<file path="src/rtl/lpw_pkg.sv">
package lpw_pkg;
  typedef enum logic [1:0] {
    PS_RUN   = 2'd0,
    PS_DOWN  = 2'd1,
    PS_SLEEP = 2'd2,
    PS_WAKE  = 2'd3
  } pstate_e;

  localparam logic [1:0] OP_NOP   = 2'd0;
  localparam logic [1:0] OP_DOWN  = 2'd1;
  localparam logic [1:0] OP_SLEEP = 2'd2;
  localparam logic [1:0] OP_WAKE  = 2'd3;
endpackage

</file>
<file path="src/rtl/lpw_sync.sv">
module lpw_sync #(
  parameter int WIDTH  = 9,
  parameter int STAGES = 2
) (
  input  logic             clk,
  input  logic             rst_n,
  input  logic [WIDTH-1:0] async_in,
  output logic [WIDTH-1:0] sync_out
);
  logic [WIDTH-1:0] pipe_q [STAGES];
  logic [WIDTH-1:0] pipe_d [STAGES];

  always_comb begin
    pipe_d[0] = async_in;
    for (int i = 1; i < STAGES; i++) pipe_d[i] = pipe_q[i-1];
  end

  genvar g;
  generate
    for (g = 0; g < STAGES; g++) begin : g_stage
      always_ff @(posedge clk or negedge rst_n) begin
        if (!rst_n) pipe_q[g] <= '0;
        else        pipe_q[g] <= pipe_d[g];
      end
    end
  endgenerate

  assign sync_out = pipe_q[STAGES-1];
endmodule

</file>
<file path="src/rtl/lpw_change_det.sv">
module lpw_change_det #(
  parameter int WIDTH = 9
) (
  input  logic             clk,
  input  logic             rst_n,
  input  logic             armed,
  input  logic [WIDTH-1:0] watch_in,
  output logic             changed
);
  logic [WIDTH-1:0] snap_q, snap_d;

  // Snapshot tracks the inputs until armed, then freezes.
  always_comb snap_d = armed ? snap_q : watch_in;

  always_ff @(posedge clk or negedge rst_n) begin
    if (!rst_n) snap_q <= '0;
    else        snap_q <= snap_d;
  end

  assign changed = armed && (watch_in != snap_q);


  snap_frozen_chk: assert property (@(posedge clk) disable iff (!rst_n)
    armed |=> (snap_q == $past(snap_q)));
endmodule

</file>
<file path="src/rtl/lpw_fsm.sv">
module lpw_fsm
  import lpw_pkg::*;
(
  input  logic       clk,
  input  logic       rst_n,
  input  logic       cmd_valid,
  input  logic [1:0] cmd_op,
  input  logic       wake_evt,
  input  logic       emerg,
  input  logic       fault_clr,
  output pstate_e    state,
  output logic       fault_q
);
  pstate_e state_q, state_d;
  logic    fault_d;
  logic    reduced;

  assign reduced = (state_q == PS_DOWN) || (state_q == PS_SLEEP);

  always_comb begin
    state_d = state_q;
    if (emerg) begin
      state_d = PS_DOWN;
    end else begin
      unique case (state_q)
        PS_RUN: begin
          if (cmd_valid && cmd_op == OP_DOWN)       state_d = PS_DOWN;
          else if (cmd_valid && cmd_op == OP_SLEEP) state_d = PS_SLEEP;
        end
        PS_DOWN, PS_SLEEP: begin
          if (wake_evt || (cmd_valid && cmd_op == OP_WAKE)) state_d = PS_WAKE;
        end
        PS_WAKE: state_d = PS_RUN;
        default: state_d = PS_RUN;
      endcase
    end
  end

  always_comb begin
    fault_d = fault_q;
    if (emerg)          fault_d = 1'b1;
    else if (fault_clr) fault_d = 1'b0;
  end

  always_ff @(posedge clk or negedge rst_n) begin
    if (!rst_n) begin
      state_q <= PS_RUN;
      fault_q <= 1'b0;
    end else begin
      state_q <= state_d;
      fault_q <= fault_d;
    end
  end

  assign state = state_q;


  emerg_entry_chk: assert property (@(posedge clk) disable iff (!rst_n)
    emerg |=> (state_q == PS_DOWN) && fault_q);

  wake_single_chk: assert property (@(posedge clk) disable iff (!rst_n)
    (state_q == PS_WAKE && !emerg) |=> (state_q == PS_RUN));

  run_holds_chk: assert property (@(posedge clk) disable iff (!rst_n)
    (state_q == PS_RUN && !cmd_valid && !emerg) |=> (state_q == PS_RUN));

  reduced_holds_chk: assert property (@(posedge clk) disable iff (!rst_n)
    (reduced && !wake_evt && !emerg && !(cmd_valid && cmd_op == OP_WAKE))
      |=> $stable(state_q));

  fault_sticky_chk: assert property (@(posedge clk) disable iff (!rst_n)
    (fault_q && !fault_clr) |=> fault_q);
endmodule

</file>
<file path="src/rtl/lpw_wake_ctrl.sv">
module lpw_wake_ctrl
  import lpw_pkg::*;
#(
  parameter int PORT_W      = 8,
  parameter int SYNC_STAGES = 2
) (
  input  logic              clk_int,
  input  logic              rst_n,
  input  logic              cmd_valid,
  input  logic [1:0]        cmd_op,
  input  logic [PORT_W-1:0] port_in,
  input  logic              card_present,
  input  logic              emerg_deact,
  input  logic              boost_refresh,
  input  logic              fault_clr,
  output logic [1:0]        pstate,
  output logic              ctl_clk_en,
  output logic              card_pwr_en,
  output logic              boost_en,
  output logic              wake_irq,
  output logic              fault_flag
);
  localparam int WATCH_W = PORT_W + 1;

  logic               rst_meta_q, rst_sync_n;
  logic [WATCH_W-1:0] watch_sync;
  logic               armed, changed;
  pstate_e            st;
  logic               fault_q;

  // Reset: asserted asynchronously, released on the clock.
  always_ff @(posedge clk_int or negedge rst_n) begin
    if (!rst_n) begin
      rst_meta_q <= 1'b0;
      rst_sync_n <= 1'b0;
    end else begin
      rst_meta_q <= 1'b1;
      rst_sync_n <= rst_meta_q;
    end
  end

  lpw_sync #(.WIDTH(WATCH_W), .STAGES(SYNC_STAGES)) u_sync (
    .clk      (clk_int),
    .rst_n    (rst_sync_n),
    .async_in ({card_present, port_in}),
    .sync_out (watch_sync)
  );

  assign armed = (st == PS_DOWN) || (st == PS_SLEEP);

  lpw_change_det #(.WIDTH(WATCH_W)) u_det (
    .clk      (clk_int),
    .rst_n    (rst_sync_n),
    .armed    (armed),
    .watch_in (watch_sync),
    .changed  (changed)
  );

  lpw_fsm u_fsm (
    .clk       (clk_int),
    .rst_n     (rst_sync_n),
    .cmd_valid (cmd_valid),
    .cmd_op    (cmd_op),
    .wake_evt  (changed),
    .emerg     (emerg_deact),
    .fault_clr (fault_clr),
    .state     (st),
    .fault_q   (fault_q)
  );

  logic supply_ok;
  assign supply_ok = !fault_q && !emerg_deact;

  always_comb begin
    ctl_clk_en  = (st == PS_RUN) || (st == PS_WAKE);
    card_pwr_en = (st != PS_DOWN) && supply_ok;
    unique case (st)
      PS_DOWN:  boost_en = 1'b0;
      PS_SLEEP: boost_en = boost_refresh && supply_ok;
      default:  boost_en = supply_ok;
    endcase
  end

  assign pstate     = st;
  assign wake_irq   = (st == PS_WAKE);
  assign fault_flag = fault_q;


  sleep_card_chk: assert property (@(posedge clk_int) disable iff (!rst_sync_n)
    (pstate == 2'd2 && !fault_flag && !emerg_deact) |-> card_pwr_en);

  down_quiet_chk: assert property (@(posedge clk_int) disable iff (!rst_sync_n)
    (pstate == 2'd1) |-> !(card_pwr_en || boost_en || ctl_clk_en));
endmodule

</file>
<file path="config.mk">
export PLATFORM = sky130hd
export DESIGN_NAME = lpw_wake_ctrl
export DESIGN_NICKNAME = d
export VERILOG_FILES = /design/src/rtl/lpw_pkg.sv /design/src/rtl/lpw_sync.sv /design/src/rtl/lpw_change_det.sv /design/src/rtl/lpw_fsm.sv /design/src/rtl/lpw_wake_ctrl.sv
export SDC_FILE = /design/constraint.sdc
export NUM_CORES = 1
export LEC_CHECK = 0
export CAP_MARGIN = 20
export CORE_MARGIN = 2
export CORE_UTILIZATION = 55
export CTS_BUF_LIST = sky130_fd_sc_hd__clkbuf_16
export CTS_CLUSTER_DIAMETER = 80
export DETAILED_ROUTE_END_ITERATION = 6
export DONT_BUFFER_PORTS = 1
export PLACE_DENSITY = 0.71
export SLEW_MARGIN = 30
export SYNTH_ARGS = -nofsm -noshare
export SYNTH_HDL_FRONTEND = slang
export SYNTH_SLANG_ARGS = --single-unit
</file>
<file path="constraint.sdc">
create_clock -name clk_int -period 1.35 [get_ports clk_int]
set_clock_uncertainty 0.05 [all_clocks]
set_input_delay 0.0675 -clock clk_int [delete_from_list [all_inputs] [get_ports clk_int]]
set_output_delay 0.0675 -clock clk_int [all_outputs]
set_load 0.02 [all_outputs]
</file>
== After elaboration in Yosys (flattened, before gate mapping) ==
Cells that the tools add are included.
Word-level totals
  flip-flop bits (word level): 32
  input port bits: 17
  output and inout bits: 7
  logic and storage cells: 41
Cells by class
  equal/unequal tests: 10
  multiplexer cells: 8
  reductions and logical operators: 16
Operators with widths (number)
  $ne A9 B9 Y1: 1
  $eq A2 B2 Y1 const B: 4
  $mux W2: 4
  $logic_and A1 B1 Y1: 7
  $pmux W2 S3: 1
  $eq A2 B1 Y1 const B: 2
  $ne A4 B2 Y1 const B: 1
  $logic_or A1 B1 Y1: 3
  $ne A3 B2 Y1 const B: 1
  $logic_not A1 Y1: 2
  $logic_not A2 Y1: 1
  $mux W1: 2
  $ne A2 B1 Y1 const B: 1
  $pmux W1 S2: 1
  $reduce_and A2 Y1: 1
  $reduce_bool A2 Y1: 1
  $reduce_or A2 Y1: 1

== Depth between registers and ports, before layout ==
Gate-level depths: netlist of run 1.
  word-level depth: 7
  depth in mapped cells: 5

== Hierarchy ==
A second synthesis of run 1 with hierarchy kept.
Second synthesis, totals
  cell total of the unflattened synthesis: 83
  area, all modules: 1222.4 um2
By module, submodules not included
  lpw_sync: times used 1, cells an instance 18, area each 450.4 um2
  lpw_change_det: times used 1, cells an instance 31, area each 432.9 um2
  lpw_fsm: times used 1, cells an instance 22, area each 211.5 um2
  lpw_wake_ctrl: times used 1, cells an instance 12, area each 127.6 um2

== Worst setup path after synthesis of run 1 ==
OpenSTA, ideal clock, no wires.
  path type: register to output
  start point: register u_fsm.state_q[0] (netlist: u_fsm.state[0])
  end point: output port boost_en
  arrival time: 1.665 ns
  slack: -0.433 ns
  stages on the path, launching flop included: 5
  path through: dfrtp_1 inv_1 ha_1 buf_2 a211oi_1
Between the ends
  word-level cells in the longest chain between the ends: 2
  elaborated cells between the ends (all ways): 3
Ends and longest elaborated chain
  start, declared: RTL line lpw_fsm.sv:14  | pstate_e state_q, state_d;
  start signal, assigned: RTL line lpw_fsm.sv:50  | state_q <= state_d;
  $eq A2 B2 Y1 / $eq A2 B1 Y1 (equally long branches)
  $pmux W1 S2 *: RTL line lpw_wake_ctrl.sv:77  | unique case (st)
  end, declared: RTL line lpw_wake_ctrl.sv:19  | output logic boost_en,
Mark *: on every way between the ends. The rest lies on a longest branch, timed or not.

== Worst setup path after layout of run 1 ==
Same ends and word-level chain as after synthesis.

==> run_results.csv, run 1 <==
group,metric,value,unit
status,status,"finished, violations left",
status,violations,"setup timing",
finish,area.growth.synth_to_final,40.8,%
drt,viasPerCell,4.88,
synth,yosysTopAreaCell,"dfrtp_1",
die,io_pins,24,
worst_setup_path,crit_path_end_kind,"primary output",
drt,first_iter_violations,3,
global_routing,overflow,0,
synth,syn_inst,80,
global_routing,grt_usage,16.5,%
power_and_ir_drop,power_density,2250,nW/um2
min_path,hold_class,"input port to register",
drt,vias,688,
worst_setup_path,worst_ep_required_time,1.23,ns
worst_setup_path,crit_family,"flip-flops",
power_and_ir_drop,irDropWorstVdd,1.63,mV
drt,wirelength,1.79,mm
drt,ant_nets,0,
worst_setup_path,cp_max_fo,3,
die,die_x,50.6,um
placed_design,gp_congestion,0.680,
sta,min_period,1.54,ns
synth,ys_seq_area_share,67.1,%
cts,cts_inserted_buffers,5,
finish,diodes,0,
finish,fin_util,83.9,%
drt,firstDrtPassIters,4,
global_routing,grt_util_met2,27.6,%
placed_design,hpwlAfterDp,1.21,mm
synth,synthTopCellsByArea,"dfrtp_1 67%, mux2_2 8.5%, xnor2_1 6.6%",
cts,clk_path_buf_depth,2,
die,start_util,59.6,%
cts,clockRootBuffer,"clkbuf_16",
placed_design,io_buffers,0,
synth,syn_area_per_cell,14.9,um2
synth,synth_nets,101,
worst_setup_path,crit_chain,"inv_4 > ha_4 > buf_6 > a211oi_2 > buf_4",
sta,max_freq,0.649,GHz
cts,clkTransAtPathRegs,0.05,ns
synth,synth.most_common_cell,"dfrtp_1",
synth,async_flop_share,100,%
cts,clock-sinks,32,
sta,finalHoldViolations,0,
sta,rsz0062_at_grt,"true",
sta,final.setup.tns,-0.978,ns
global_routing,first_global_vias,718,
cts,htreeDepth,2,
worst_setup_path,crit_path_start_kind,"register",
worst_setup_path,critPathMaxStageDelay,0.42,ns
global_routing,grt_busiest_layer,"met2",
cts,cts_tree,"done",
worst_setup_path,crit_slowest_cell,"dfrtp_2",
die,die-area,2560,um2
worst_setup_path,path_buf_inv,3,
die,die_h,50.6,um
global_routing,grtUsageMet1,16.7,%
synth,synthFlopType,"dfrtp_1",
synth,synth_warnings,0,
synth,ys_types,21,
synth,synth_top_cell_area_share,67.1,%
finish,fill_cells,100,
worst_setup_path,crit_arrival,1.42,ns
power_and_ir_drop,p_leak,0.729,nW
global_routing,antenna_found_initial,0,
global_routing,grt_pass1_wl,2.84,mm
synth,ys_ff_latch,32,
die,num_rows,16,
die,core_region_area,2000,um2
sta,setup_viol,9,
synth,synth_edf_count,0,
worst_setup_path,crit_type,"register to primary output",
global_routing,grt_max_degree,17,
run,drv_cap,0,
synth,yosys-top-cells-count,"32 x dfrtp_1, 9 x mux2_2, 9 x xnor2_1",
global_routing,grt.met3_usage,8.04,%
sta,fin_crit_sh,114,%
sta,setup_ws,-0.190,ns
synth,syn_area,1190,um2
finish,drive_gt1_share,36.0,%
cts,clk_latency,0.27,ns
sta,slew_viol_final,0,
drt,drc,0,
drt,avgRoutedWirePerCell,12.7,um
finish,nNetsFinal,134,
## where the power goes
group	internal [mW]	switching (mW)	leakage, nW
sequential	1.17	0.135	0.370
clock	0.852	0.334	0.0789
combinational	0.734	0.559	0.280
total	2.76	1.03	0.729
## layout make-up
type                       count  area [um2]  share of cell area [%]
clock buffer                   5         125                    7.45
clock inverter                 3        37.5                    2.23
inverter                       6        25.0                    1.49
multi-input combinational     41         409                    24.3
sequential                    32         803                    47.8
tap                           27        33.8                    2.01
timing repair buffer          27         246                    14.7
## per-layer routing
layer / vias up / share of wire (%)
met5: - / 0
met4: 0 / 0.73
met3: 2 / 3.7
met2: 18 / 54
met1: 335 / 42
li1: 333 / -
## per-stage QoR
| step | setup slack [ns] | power (mW) | instance area (um2) | std cells | hold WS [ns] |
|---|---|---|---|---|---|
| after detailed placement | -0.146 | 2.41 | 1330 | 117 | -0.278 |
| after global routing | -0.238 | 4.00 | 1680 | 141 | 0.0881 |
| after CTS | -0.218 | 3.79 | 1660 | 141 | 0.0595 |
| after floorplan | -0.145 | 2.10 | 1220 | 80 | -0.278 |
| after global placement | -0.0209 | 2.36 | 1330 | 117 | -0.278 |
| final | -0.190 | 3.78 | 1680 | 141 | 0.0763 |
## worst register-to-register path, stage by stage, from the launching register on
cell and delay [ns]:
dfrtp_1 0.39, xnor2_1 0.18, nand4_1 0.20, o31ai_4 0.34, mux2i_1 0.24
## sequential cells by signal, indices dropped and copies added, names as in the netlist
| signal | cells |
|---|---|
| u_fsm.fault_q | 1 |
| u_sync.sync_out | 9 |
| u_fsm.state | 2 |
| rst_sync_n | 1 |
| rst_meta_q | 1 |
| u_sync.pipe_d | 9 |
| u_det.snap_q | 9 |
## placed cells by master, fill, tap and decap left out, drive strengths merged, types with 4 or more instances in the layout
| master | n |
|---|---|
| buf | 14 |
| clkbuf | 5 |
| dfrtp | 32 |
| dlygate4sd3 | 13 |
| ha | 4 |
| inv | 6 |
| mux2 | 9 |
| xnor2 | 10 |
## cell families after synthesis
family / Yosys count / share of synthesized area (%)
XOR/XNOR: 10 / 7.97
other: 1 / 0.314
adder cells (fa/ha/maj): 4 / 4.19
flip-flops: 32 / 67.1
AO/OA/AOI/OAI: 7 / 4.51
buffers and inverters: 7 / 2.31
AND/OR/NAND/NOR: 8 / 3.46
multiplexers: 11 / 10.2
## worst paths after layout
kind,slack [ns],from,depth (start not counted),to
setup / recovery,-0.19,u_fsm.state[0],5,boost_en
hold / removal,0.08,cmd_op[0],3,u_fsm.state[1]
setup reg to reg,-0.13,u_sync.sync_out[3],4,u_fsm.state[0]
hold reg to reg,0.15,rst_sync_n,1,u_fsm.state[0]
max in group asynchronous,0.60,rst_n,2,rst_sync_n
min in group asynchronous,0.15,rst_sync_n,1,u_fsm.state[0]
## what timing repair did
item,4_1_cts,5_1_grt
gates resized for setup,5,5
endpoints found under the hold margin,14,0
setup endpoints to repair,5,14
setup buffers,3,0
pin swaps,3,5
hold buffers,13,0
Power figures use the tool's default switching activity.
==> inputs of run 2 (changes only) <==
--- a/config.mk
+++ b/config.mk
@@ -13,6 +13,7 @@
 export DETAILED_ROUTE_END_ITERATION = 6
 export DONT_BUFFER_PORTS = 1
 export PLACE_DENSITY = 0.71
+export REMOVE_ABC_BUFFERS = 1
 export SLEW_MARGIN = 30
 export SYNTH_ARGS = -nofsm -noshare
 export SYNTH_HDL_FRONTEND = slang
==> run_results.csv, run 2 (same netlist as run 1, synthesis figures left out) <==
group,metric,value,unit
status,status,"finished, violations left",
status,violations,"setup timing",
power_and_ir_drop,irDropWorstVdd,1.70,mV
worst_setup_path,crit_type,"register to primary output",
sta,final.setup.tns,-1.94,ns
sta,holdWs,0.147,ns
placed_design,placedInstanceArea,1310,um2
placed_design,hpwlAfterDp,1.24,mm
worst_setup_path,cp_max_fo,4,
die,core_region_area,2000,um2
min_path,hold_class,"input port to register",
sta,setup_viol,14,
sta,fin_crit_sh,120,%
global_routing,grt_pass1_wl,3.64,mm
finish,final_cell_area,1700,um2
power_and_ir_drop,power_density,2320,nW/um2
drt,wirelength,2.53,mm
global_routing,antenna_found_initial,0,
drt,vias,733,
worst_setup_path,crit_path_end_kind,"primary output",
cts,clk_latency,0.27,ns
global_routing,grtUsageMet1,22.1,%
drt,avgRoutedWirePerCell,18.0,um
cts,clockRootBuffer,"clkbuf_16",
finish,diodes,0,
worst_setup_path,worst_ep_required_time,1.23,ns
global_routing,grt_usage,21.2,%
cts,cts_tree,"done",
global_routing,grt_max_degree,16,
sta,rsz0062_at_grt,"true",
finish,drive_gt1_share,34.5,%
die,num_rows,16,
cts,htreeDepth,2,
sta,slew_viol_final,0,
drt,drc,0,
die,die-area,2560,um2
global_routing,grt.met3_usage,8.33,%
finish,area.growth.synth_to_final,42.1,%
global_routing,first_global_vias,803,
drt,viasPerCell,5.24,
die,io_pins,24,
finish,nNetsFinal,134,
cts,clock-sinks,32,
sta,finalHoldViolations,0,
drt,firstDrtPassIters,4,
finish,fin_util,84.8,%
worst_setup_path,crit_arrival,1.50,ns
placed_design,gp_congestion,0.652,
die,die_h,50.6,um
sta,setup_ws,-0.265,ns
global_routing,overflow,0,
run,drv_cap,0,
die,start_util,59.6,%
finish,most-common-layout-cells,"32 x dfrtp_1, 13 x dlygate4sd3_1, 9 x xnor2_1, 8 x mux2_4, 8 x buf_4",
die,die_x,50.6,um
drt,first_iter_violations,9,
finish,layout_commonest_cell,"dfrtp_1",
power_and_ir_drop,p_leak,0.767,nW
cts,cts_inserted_buffers,5,
worst_setup_path,crit_path_start_kind,"register",
sta,max_freq,0.619,GHz
cts,clkTransAtPathRegs,0.05,ns
global_routing,grt_busiest_layer,"met2",
placed_design,io_buffers,0,
drt,ant_nets,0,
cts,clk_path_buf_depth,2,
global_routing,grt_util_met2,36.8,%
sta,min_period,1.61,ns
==> run 2: changes by cell type in the layout (fill, tap and decap cells not counted), sizes merged <==
| cell | before | now |
|---|---|---|
| bufinv | 1 | 0 |
| clkinv | 2 | 1 |
| inv | 6 | 7 |
==> run 2: path summary, 6_finish.rpt <==
check	slack, ns	depth (start not counted)	start	to
max	-0.26	5	u_fsm.state[0]	card_pwr_en
min	0.15	3	cmd_op[0]	u_fsm.state[1]
max reg2reg	-0.26	6	u_fsm.state[1]	u_fsm.state[1]
min reg2reg	0.16	1	rst_sync_n	u_sync.sync_out[2]
max in group asynchronous	0.63	2	rst_n	rst_sync_n
min in group asynchronous	0.16	1	rst_sync_n	u_sync.sync_out[2]
==> run 2: layout make-up <==
| type | instances | area (um2) |
|---|---|---|
| clock inverter | 2 | 8.76 |
| clock buffer | 5 | 125 |
| sequential | 32 | 801 |
| inverter | 6 | 25.0 |
| tap | 27 | 33.8 |
| timing repair buffer | 27 | 262 |
| multi-input combinational | 41 | 442 |
| fill | 97 | 305 |
==> run 2: through the flow <==
stage                     total power, mW  cells  worst slack, ns
after floorplan                      2.02     79           -0.480
after global placement               2.31    117          -0.0188
after detailed placement             2.36    117           -0.142
after CTS                            3.83    140           -0.205
after global routing                 4.11    140           -0.318
final                                3.94    140           -0.265
==> run 2: layer usage <==
metal  share of wire (%)  up-vias
li1                    -      329
met1                  36      357
met2                  55       36
met3                 5.4       11
met4                 3.9        0
met5                   0        -
==> run 2: power breakdown <==
group | leakage (nW) | total, mW | switching, mW | internal (mW)
sequential | 0.372 | 1.33 | 0.160 | 1.17
clock | 0.0709 | 0.997 | 0.340 | 0.657
combinational | 0.324 | 1.61 | 0.696 | 0.919
total | 0.767 | 3.94 | 1.20 | 2.74
==> run 2: worst max-delay path, stage by stage, from the launching register on <==
cell and delay (ns):
dfrtp_1 0.39, buf_4 0.15, buf_6 0.13, ha_1 0.22
nor3_2 0.15, buf_4 0.18
==> run 2: repair_timing <==
item                                   in CTS  in global routing
pin swaps                                   3                  2
hold buffers                               13                  0
resized for setup                          19                  7
setup endpoints to repair                  14                 14
buffers inserted                            4                  0
endpoints found under the hold margin      14                  0
==> inputs of run 3 (changes only) <==
--- a/config.mk
+++ b/config.mk
@@ -7,12 +7,12 @@
 export LEC_CHECK = 0
 export CAP_MARGIN = 20
 export CORE_MARGIN = 2
-export CORE_UTILIZATION = 55
+export CORE_UTILIZATION = 30
 export CTS_BUF_LIST = sky130_fd_sc_hd__clkbuf_16
 export CTS_CLUSTER_DIAMETER = 80
 export DETAILED_ROUTE_END_ITERATION = 6
 export DONT_BUFFER_PORTS = 1
-export PLACE_DENSITY = 0.71
+export PLACE_DENSITY = 0.45
 export REMOVE_ABC_BUFFERS = 1
 export SLEW_MARGIN = 30
 export SYNTH_ARGS = -nofsm -noshare
==> run_results.csv, run 3 (same netlist as run 1, synthesis figures left out) <==
group,metric,value,unit
finish,nNetsFinal,133,
power_and_ir_drop,power_density,2260,nW/um2
global_routing,grtUsageMet1,11.5,%
placed_design,dp_slack,-0.127,ns
die,die-area,4500,um2
status,status,"finished, violations left",
sta,slew_viol_final,0,
die,core_region_area,3740,um2
drt,drc,0,
min_path,min_path_cells,3,
worst_setup_path,rrSetupSlack,-0.08,ns
drt,avgRoutedWirePerCell,12.6,um
global_routing,grt_util_met2,15.6,%
status,violations,"setup timing",
global_routing,first_global_vias,724,
drt,firstDrtPassIters,4,
drt,vias,719,
worst_setup_path,crit_path_start_kind,"register",
global_routing,grt_max_degree,30,
worst_setup_path,worstRegToRegCells,5,
worst_setup_path,timing.rr.end,"u_fsm.state[1]",
worst_setup_path,crit_path_end_kind,"primary output",
placed_design,hpwlAfterDp,1.26,mm
cts,clkTransAtPathRegs,0.05,ns
worst_setup_path,crit_type,"register to primary output",
finish,drive_gt1_share,31.0,%
global_routing,antenna_found_initial,0,
cts,clockRootBuffer,"clkbuf_16",
die,die_x,67.1,um
die,start_util,31.9,%
cts,htreeDepth,2,
drt,ant_nets,0,
sta,holdWs,0.0787,ns
sta,max_freq,0.646,GHz
finish,most-common-layout-cells,"32 x dfrtp_1, 14 x dlygate4sd3_1, 9 x mux2_4, 9 x xnor2_1, 7 x buf_4",
finish,diodes,0,
cts,clock-sinks,32,
die,io_pins,24,
drt,first_iter_violations,8,
min_path,hold_class,"input port to register",
cts,clk_latency,0.27,ns
min_path,min-delay-start,"cmd_op[0]",
worst_setup_path,worst_ep_required_time,1.23,ns
finish,area.growth.synth_to_final,43.7,%
placed_design,io_buffers,0,
placed_design,dp_cells,138,
global_routing,overflow,0,
global_routing,grt_usage,10.1,%
die,die_h,67.1,um
finish,fill_cells,357,
power_and_ir_drop,irDropWorstVdd,0.900,mV
worst_setup_path,crit_arrival,1.43,ns
worst_setup_path,cp_max_fo,4,
cts,cts_tree,"done",
placed_design,gp_congestion,0.682,
finish,final_cells,161,
run,drv_cap,0,
worst_setup_path,reg2reg_from,"u_fsm.state[0]",
sta,rsz0062_at_grt,"true",
sta,setup_viol,8,
min_path,worstHoldEndpoint,"u_fsm.state[1]",
die,num_rows,22,
sta,min_period,1.55,ns
global_routing,grt.met3_usage,4.56,%
drt,wirelength,2.02,mm
global_routing,grt_pass1_wl,3.22,mm
power_and_ir_drop,p_leak,0.767,nW
global_routing,grt_busiest_layer,"met2",
sta,setup_ws,-0.198,ns
drt,viasPerCell,4.47,
finish,layout_commonest_cell,"dfrtp_1",
cts,cts_inserted_buffers,5,
cts,clk_path_buf_depth,2,
sta,finalHoldViolations,0,
sta,fin_crit_sh,115,%
## run 3: worst max path at each step
stage                    from              to
2_1_floorplan  u_fsm.state[0]  u_fsm.state[0]
3_3_place_gp   u_fsm.state[0]  u_fsm.state[1]
3_5_place_dp   u_fsm.state[0]  u_fsm.state[1]
4_1_cts        u_fsm.state[0]        boost_en
5_1_grt        u_fsm.state[0]        boost_en
6_report       u_fsm.state[0]        boost_en
## run 3: layout make-up
cell class	instances	area [um2]	area share (%)
Inverter	6	25.0	1.46
Tap cell	48	60.1	3.50
Clock inverter	3	11.3	0.656
Clock buffer	5	125	7.29
Timing Repair Buffer	26	253	14.7
Sequential cell	32	801	46.7
Multi-Input combinational cell	41	440	25.7
## run 3: metal layers
layer,vias up,wire [um]
met5,-,0
met4,0,46
met3,7,146
met2,25,988
met1,358,842
li1,329,-
## run 3: stage by stage
stage	power (mW)	utilization [%]	cell area, um2	setup TNS [ns]
floorplan	2.02	-	1190	-3.83
global placement	2.37	35.6	1330	-0.0517
detailed placement	2.39	35.6	1330	-0.480
CTS	3.71	44.4	1660	-0.692
global route	4.07	45.8	1720	-1.22
finish	3.87	45.8	1720	-0.736
## run 3: critical path, cell delays in order (launching register included)
cell	delay (ns)
dfrtp_1	0.39
inv_2	0.09
ha_4	0.22
buf_6	0.13
a211oi_2	0.17
buf_4	0.17
## run 3: report_power, final
| part | total (mW) | switching [mW] | internal [mW] | leakage (nW) |
|---|---|---|---|---|
| Combinational | 1.55 | 0.631 | 0.921 | 0.322 |
| Clock | 1.02 | 0.358 | 0.660 | 0.0738 |
| Sequential | 1.30 | 0.138 | 1.17 | 0.372 |
## run 3: timing repair
item                       in CTS  in global routing
gates resized for setup        13                 12
hold endpoints to repair       15                  0
buffers inserted                2                  0
hold buffers                   14                  0
setup endpoints to repair      14                 14
